## config.mk

```make
export PLATFORM = sky130hd
export DESIGN_NAME = rtc_sec_alarm
export DESIGN_NICKNAME = d
export VERILOG_FILES = /design/src/rtl/rtc_pkg.sv /design/src/rtl/rtc_prescaler.sv /design/src/rtl/rtc_decode.sv /design/src/rtl/rtc_core.sv /design/src/rtl/rtc_sec_alarm.sv
export SDC_FILE = /design/constraint.sdc
export NUM_CORES = 1
export LEC_CHECK = 0
export BUFFER_PORTS_ARGS = -buffer_cell sky130_fd_sc_hd__buf_2
export CAP_MARGIN = 20
export CORE_MARGIN = 2
export CORE_UTILIZATION = 50
export DETAILED_ROUTE_END_ITERATION = 6
export GPL_ROUTABILITY_DRIVEN = 0
export GPL_TIMING_DRIVEN = 0
export PLACE_DENSITY = 0.76
export REMOVE_ABC_BUFFERS = 1
export SLEW_MARGIN = 20
export SYNTH_ARGS = -nofsm -noshare
export SYNTH_HDL_FRONTEND = slang
export SYNTH_SLANG_ARGS = --single-unit
```

## constraint.sdc

```tcl
create_clock -name clk -period 5.2 [get_ports clk]
set_input_delay 0 -clock clk [delete_from_list [all_inputs] [get_ports clk]]
set_output_delay 0 -clock clk [all_outputs]
set_load 0.01 [all_outputs]
```

## src/rtl/rtc_pkg.sv

```systemverilog
package rtc_pkg;

    localparam int CNT_W  = 32;
    localparam int ADDR_W = 12;
    localparam int WORD_W = ADDR_W - 2;

    // word indices (byte offset >> 2)
    localparam logic [WORD_W-1:0] W_COUNT = WORD_W'(0);
    localparam logic [WORD_W-1:0] W_ALARM = WORD_W'(1);
    localparam logic [WORD_W-1:0] W_LOAD  = WORD_W'(2);
    localparam logic [WORD_W-1:0] W_CTRL  = WORD_W'(3);
    localparam logic [WORD_W-1:0] W_MASK  = WORD_W'(4);
    localparam logic [WORD_W-1:0] W_PEND  = WORD_W'(5);
    localparam logic [WORD_W-1:0] W_MPEND = WORD_W'(6);
    localparam logic [WORD_W-1:0] W_ACK   = WORD_W'(7);

    typedef struct packed {
        logic load;
        logic alarm;
        logic mask;
        logic ack;
    } rtc_wr_t;

    typedef struct packed {
        logic [CNT_W-1:0] cnt;
        logic [CNT_W-1:0] alarm;
        logic [CNT_W-1:0] load;
        logic             mask;
        logic             pend;
    } rtc_state_t;

    function automatic logic [7:0] id_byte(input logic [2:0] idx);
        logic [7:0] b;
        case (idx)
            3'd0:    b = 8'h31;
            3'd1:    b = 8'h10;
            3'd2:    b = 8'h14;
            3'd3:    b = 8'h00;
            3'd4:    b = 8'h0D;
            3'd5:    b = 8'hF0;
            3'd6:    b = 8'h05;
            default: b = 8'hB1;
        endcase
        return b;
    endfunction

endpackage

```

## src/rtl/rtc_prescaler.sv

```systemverilog
module rtc_prescaler #(
    parameter int DIV = 125_000_000
) (
    input  logic clk,
    input  logic rst_n,
    input  logic restart,
    output logic tick
);
    localparam int W = (DIV > 2) ? $clog2(DIV) : 1;
    localparam logic [W-1:0] LAST = W'(DIV - 1);

    logic [W-1:0] ph_d, ph_q;

    always_comb begin
        tick = (ph_q == LAST);
        ph_d = ph_q + W'(1);
        if (restart || tick) begin
            ph_d = '0;
        end
    end

    always_ff @(posedge clk) begin
        if (!rst_n) begin
            ph_q <= '0;
        end else begin
            ph_q <= ph_d;
        end
    end


    tick_gap_chk: assert property (@(posedge clk) disable iff (!rst_n)
        tick |=> !tick);


    restart_phase_chk: assert property (@(posedge clk) disable iff (!rst_n)
        restart |=> !tick);

endmodule

```

## src/rtl/rtc_decode.sv

```systemverilog
module rtc_decode
    import rtc_pkg::*;
(
    input  logic              psel,
    input  logic              penable,
    input  logic              pwrite,
    input  logic [ADDR_W-1:0] paddr,
    output rtc_wr_t           wr
);
    logic              wr_go;
    logic [WORD_W-1:0] word;

    always_comb begin
        word  = paddr[ADDR_W-1:2];
        wr_go = psel && penable && pwrite && (paddr[1:0] == 2'b00);
        wr       = '0;
        wr.load  = wr_go && (word == W_LOAD);
        wr.alarm = wr_go && (word == W_ALARM);
        wr.mask  = wr_go && (word == W_MASK);
        wr.ack   = wr_go && (word == W_ACK);
    end

endmodule

```

## src/rtl/rtc_core.sv

```systemverilog
module rtc_core
    import rtc_pkg::*;
(
    input  logic             clk,
    input  logic             rst_n,
    input  logic             tick,
    input  rtc_wr_t          wr,
    input  logic [CNT_W-1:0] wdata,
    output rtc_state_t       st_q
);
    rtc_state_t st_d;
    logic       event_d;
    logic       hit_d;

    always_comb begin
        st_d = st_q;
        if (wr.load) begin
            st_d.cnt  = wdata;
            st_d.load = wdata;
        end else if (tick) begin
            st_d.cnt = st_q.cnt + CNT_W'(1);
        end
        if (wr.alarm) begin
            st_d.alarm = wdata;
        end
        if (wr.mask) begin
            st_d.mask = wdata[0];
        end
        // compare only when count or alarm value is freshly written
        event_d = tick || wr.load || wr.alarm;
        hit_d   = event_d && (st_d.cnt == st_d.alarm);
        if (hit_d) begin
            st_d.pend = 1'b1;
        end else if (wr.ack) begin
            st_d.pend = 1'b0;
        end
    end

    always_ff @(posedge clk) begin
        if (!rst_n) begin
            st_q <= '0;
        end else begin
            st_q <= st_d;
        end
    end


    count_step_chk: assert property (@(posedge clk) disable iff (!rst_n)
        (tick && !wr.load) |=> (st_q.cnt == $past(st_q.cnt) + CNT_W'(1)));


    load_value_chk: assert property (@(posedge clk) disable iff (!rst_n)
        wr.load |=> (st_q.cnt == $past(wdata)));


    pend_sticky_chk: assert property (@(posedge clk) disable iff (!rst_n)
        (st_q.pend && !wr.ack) |=> st_q.pend);


    no_spurious_chk: assert property (@(posedge clk) disable iff (!rst_n)
        (!st_q.pend && !tick && !wr.load && !wr.alarm) |=> !st_q.pend);


    ack_clears_chk: assert property (@(posedge clk) disable iff (!rst_n)
        (wr.ack && !tick) |=> !st_q.pend);

endmodule

```

## src/rtl/rtc_sec_alarm.sv

```systemverilog
module rtc_sec_alarm
    import rtc_pkg::*;
#(
    parameter int TICK_DIV = 125_000_000
) (
    input  logic        clk,
    input  logic        rst_n,
    input  logic        psel,
    input  logic        penable,
    input  logic        pwrite,
    input  logic [11:0] paddr,
    input  logic [31:0] pwdata,
    output logic [31:0] prdata,
    output logic        irq
);
    rtc_wr_t           wr;
    rtc_state_t        st;
    logic              tick;
    logic [WORD_W-1:0] word;

    rtc_decode u_decode (
        .psel    (psel),
        .penable (penable),
        .pwrite  (pwrite),
        .paddr   (paddr),
        .wr      (wr)
    );

    rtc_prescaler #(.DIV(TICK_DIV)) u_presc (
        .clk     (clk),
        .rst_n   (rst_n),
        .restart (wr.load),
        .tick    (tick)
    );

    rtc_core u_core (
        .clk   (clk),
        .rst_n (rst_n),
        .tick  (tick),
        .wr    (wr),
        .wdata (pwdata),
        .st_q  (st)
    );

    always_comb begin
        word   = paddr[ADDR_W-1:2];
        prdata = '0;
        if (paddr[1:0] == 2'b00) begin
            if (word[WORD_W-1:3] == '1) begin
                prdata = {24'd0, id_byte(word[2:0])};
            end else begin
                case (word)
                    W_COUNT: prdata = st.cnt;
                    W_ALARM: prdata = st.alarm;
                    W_LOAD:  prdata = st.load;
                    W_CTRL:  prdata = 32'd1;
                    W_MASK:  prdata = {31'd0, st.mask};
                    W_PEND:  prdata = {31'd0, st.pend};
                    W_MPEND: prdata = {31'd0, st.pend & st.mask};
                    default: prdata = '0;
                endcase
            end
        end
        irq = st.pend & st.mask;
    end


    irq_gate_chk: assert property (@(posedge clk) disable iff (!rst_n)
        (wr.mask && !pwdata[0]) |=> !irq);

endmodule

```

==> flow_summary.ini <==
[run_status]
status = completed

[floorplan]
die_w_um = 129.2
core_um2 = 15260
ioPinCount = 82
start_util = 0.5137
num_rows = 45
die_height_um = 129.2
dieArea_um2 = 16690

[timing]
fmax_mhz = 249.1
slew_viol_final = 0
hold_violations = 0
finalSetupViolations = 0
hold_slack_ns = 0.1135
worstMarginPinSlew_ns = 1.058
slew_headroom = 0.2932
post-route-period-util = 0.7721
fin_crit_ns = 4.015
grt_setup_unrepaired = false
finalClockSkew_ns = 0.008446

[worst_setup_path]
cp_common_cell = nor4b_2
worstPathCellList = nor4b_2 > nand4_1 > nor2_1 > nor4b_2 > xor2_1 > nor3_1 > or4_1 > nor4_1 > o2111ai_1 > o21ai_1
end_kind = flip-flop
critPathKind = reg2reg
cp.buffers_inverters = 0
cp_max_fo = 17
slowest_delay_ns = 0.82
cp-start-kind = flip-flop
path_delay_family = simple AND/OR/NAND/NOR gates
worstPathArrival_ns = 4.38
critical_path.slowest_cell = nand4_1
crit_required_ns = 5.56

[cts]
post_cts_buffers = 0
cts-root-buf = clkbuf_16
postCtsHoldBufs = 33
cts_max_level = 4
cts_tree = done
clk_pin_slew_ns = 0.06
cts_max_path_buffers = 2
cts_resized = 0
clock_sinks = 125
clk_latency_ns = 0.43
cts_buffers = 17

[cells_and_area]
fin_area_um2 = 9369
n_antenna_cell = 0
drive_gt1_frac = 0.1335
area_growth_pct = 19.54
fin_nets = 1199

[detailed_routing]
wl_per_cell_um = 17.91
drtIter0Drc = 906
viasPerCell = 5.969
first_pass_iters = 6
num_vias = 8190
ant_nets = 0
drt-total-wl_mm = 24.58
route.detailed.drc = 0

[global_route]
grt_max_degree = 48
antenna_found_initial = 0
grt_usage = 0.2978
grt_overflow = 0
grt_pass1_vias = 7422
grt_pass1_wl_mm = 38.83

[logic_synthesis]
avgSynthCellArea_um2 = 7.345
ys.flop_type = dfxtp_1
synth_top_cell_area_share = 0.3193
synth_enable_flop_cells = 0
ys.warnings.count = 0
seq_area_frac_synth = 0.3193
synth_largest_area_cell = dfxtp_1
synth_cells = 1067
async_flop_share = 0
synthDistinctLibCells = 68
ys_seq_elements = 125
synthTopCellsByArea = dfxtp_1 32%, a21oi_1 8.2%, nand2_1 8.1%
synth.cell_area_um2 = 7838

[power]
power_frac_seq = 0.412
p_sw_uw = 546.6
p_clk_frac = 0.534
power.density_nw_per_um2 = 249.3
pwr-share-comb = 0.054
intPower_mw = 1.789
power_leakage_nw = 3.397
power.total_mw = 2.335
p_sw_frac = 0.2340
ir_worst_vdd_mv = 0.2280

[placement]
placed_area_um2 = 8418
port-buffer-count = 81
hpwl_mm = 16.27

[job]
maxCapViolations = 0

[hold_path]
hold_path.class = in2reg
==> cells in the mapped netlist, types with 18 or more instances <==
| master | instances |
|---|---|
| xnor2_1 | 45 |
| mux2i_1 | 38 |
| dfxtp_1 | 125 |
| xor2_1 | 24 |
| nor2_1 | 157 |
| nor3_1 | 22 |
| a211oi_1 | 25 |
| nand2_1 | 170 |
| o21ai_0 | 31 |
| clkbuf_1 | 45 |
| nand4_1 | 20 |
| a21oi_1 | 129 |
| nand3_1 | 29 |
| and3_1 | 18 |
==> sequential cells by signal (all words and copies together) (netlist names) <==
name and flops:
u_core.st_q 98, u_presc.ph_q 27
==> logic make-up after synthesis <==
logic type / after synthesis / share of synthesized area
XOR/XNOR: 71 / 0.08285
buffers and inverters: 78 / 0.04007
AND/OR/NAND/NOR: 509 / 0.3215
multiplexers: 40 / 0.05140
AO/OA/AOI/OAI: 242 / 0.1817
adder cells (fa/ha/maj): 2 / 0.003192
flip-flops: 125 / 0.3193
==> worst paths after layout <==
check | startpoint | endpoint | slack, ns | cells after the start
max | u_presc.ph_q[10] | u_core.st_q[0] | 1.18 | 10
min | paddr[10] | u_core.st_q[5] | 0.11 | 5
max reg2reg | u_presc.ph_q[10] | u_core.st_q[0] | 1.18 | 10
min reg2reg | u_presc.ph_q[0] | u_presc.ph_q[0] | 0.44 | 1
==> layer usage <==
layer	up-vias	track usage	routed length, µm
met4	0	0.1125	606
met5	-	0	0
met2	377	0.4867	11400
met3	49	0.06111	2076
met1	3826	0.3886	10490
li1	3938	-	-
==> placed cells by master, fill, tap and decap left out, types with 3 or more instances in the layout <==
| master | synthesis | routed |
|---|---|---|
| a2111oi_0 | 3 | 3 |
| a211oi_1 | 25 | 25 |
| a21oi_1 | 129 | 129 |
| a31oi_1 | 5 | 5 |
| and2_1 | 12 | 12 |
| and3_1 | 18 | 18 |
| and4_1 | 10 | 8 |
| and4b_1 | 4 | 4 |
| buf_2 | 5 | 80 |
| buf_6 | 2 | 6 |
| bufinv_16 | 0 | 3 |
| clkbuf_16 | 0 | 17 |
| clkinv_4 | 0 | 3 |
| clkinvlp_4 | 0 | 4 |
| dfxtp_1 | 125 | 125 |
| dlygate4sd3_1 | 0 | 33 |
| inv_1 | 15 | 15 |
| mux2i_1 | 38 | 38 |
| nand2_1 | 170 | 170 |
| nand2b_1 | 4 | 4 |
| nand3_1 | 29 | 29 |
| nand4_1 | 20 | 20 |
| nor2_1 | 157 | 154 |
| nor2_2 | 0 | 3 |
| nor2b_1 | 4 | 3 |
| nor3_1 | 22 | 22 |
| nor4_1 | 15 | 15 |
| nor4_2 | 7 | 7 |
| nor4b_1 | 4 | 4 |
| nor4b_2 | 4 | 4 |
| o2111ai_1 | 4 | 4 |
| o211ai_1 | 3 | 3 |
| o21ai_0 | 31 | 31 |
| o21ai_1 | 8 | 8 |
| o22a_1 | 3 | 3 |
| o22ai_1 | 11 | 11 |
| or3_1 | 11 | 11 |
| xnor2_1 | 45 | 45 |
| xor2_1 | 24 | 24 |
==> layout make-up <==
class,instances,area (µm²)
fill,1386,5889
multi-input combinational,864,5039
sequential,125,2502
timing repair buffer,124,883.3
clock buffer,19,452.9
tap,211,264.0
clock inverter,13,165.2
inverter,16,62.56
==> worst reg2reg max path: cells and delay by family, from the launching register on <==
family           cells  cell delay [ns]
AND/OR/NAND/NOR      7             2.97
flip-flops           1             0.37
AO/OA/AOI/OAI        2             0.39
XOR/XNOR             1             0.24
==> power by group through the flow <==
stage | registers (mW) | clock network [mW] | logic (mW)
6_report | 0.961 | 1.25 | 0.127
4_1_cts | 0.961 | 1.25 | 0.125
3_3_place_gp | 0.982 | 0 | 0.0999
3_5_place_dp | 0.982 | 0 | 0.105
2_1_floorplan | 0.982 | 0 | 0.0358
5_1_grt | 0.961 | 1.29 | 0.136
==> metrics by stage <==
| step | setup slack, ns | utilization | cells | TNS [ns] |
|---|---|---|---|---|
| 2_1_floorplan | 2.279 | - | 1005 | 0 |
| 3_3_place_gp | -0.9964 | 0.5409 | 1297 | -0.9964 |
| 3_5_place_dp | 1.293 | 0.5517 | 1307 | 0 |
| 4_1_cts | 1.228 | 0.6139 | 1372 | 0 |
| 5_1_grt | 0.9077 | 0.6140 | 1372 | 0 |
| 6_report | 1.185 | 0.6140 | 1372 | 0 |
No activity file was read; power rests on OpenSTA's default activity.
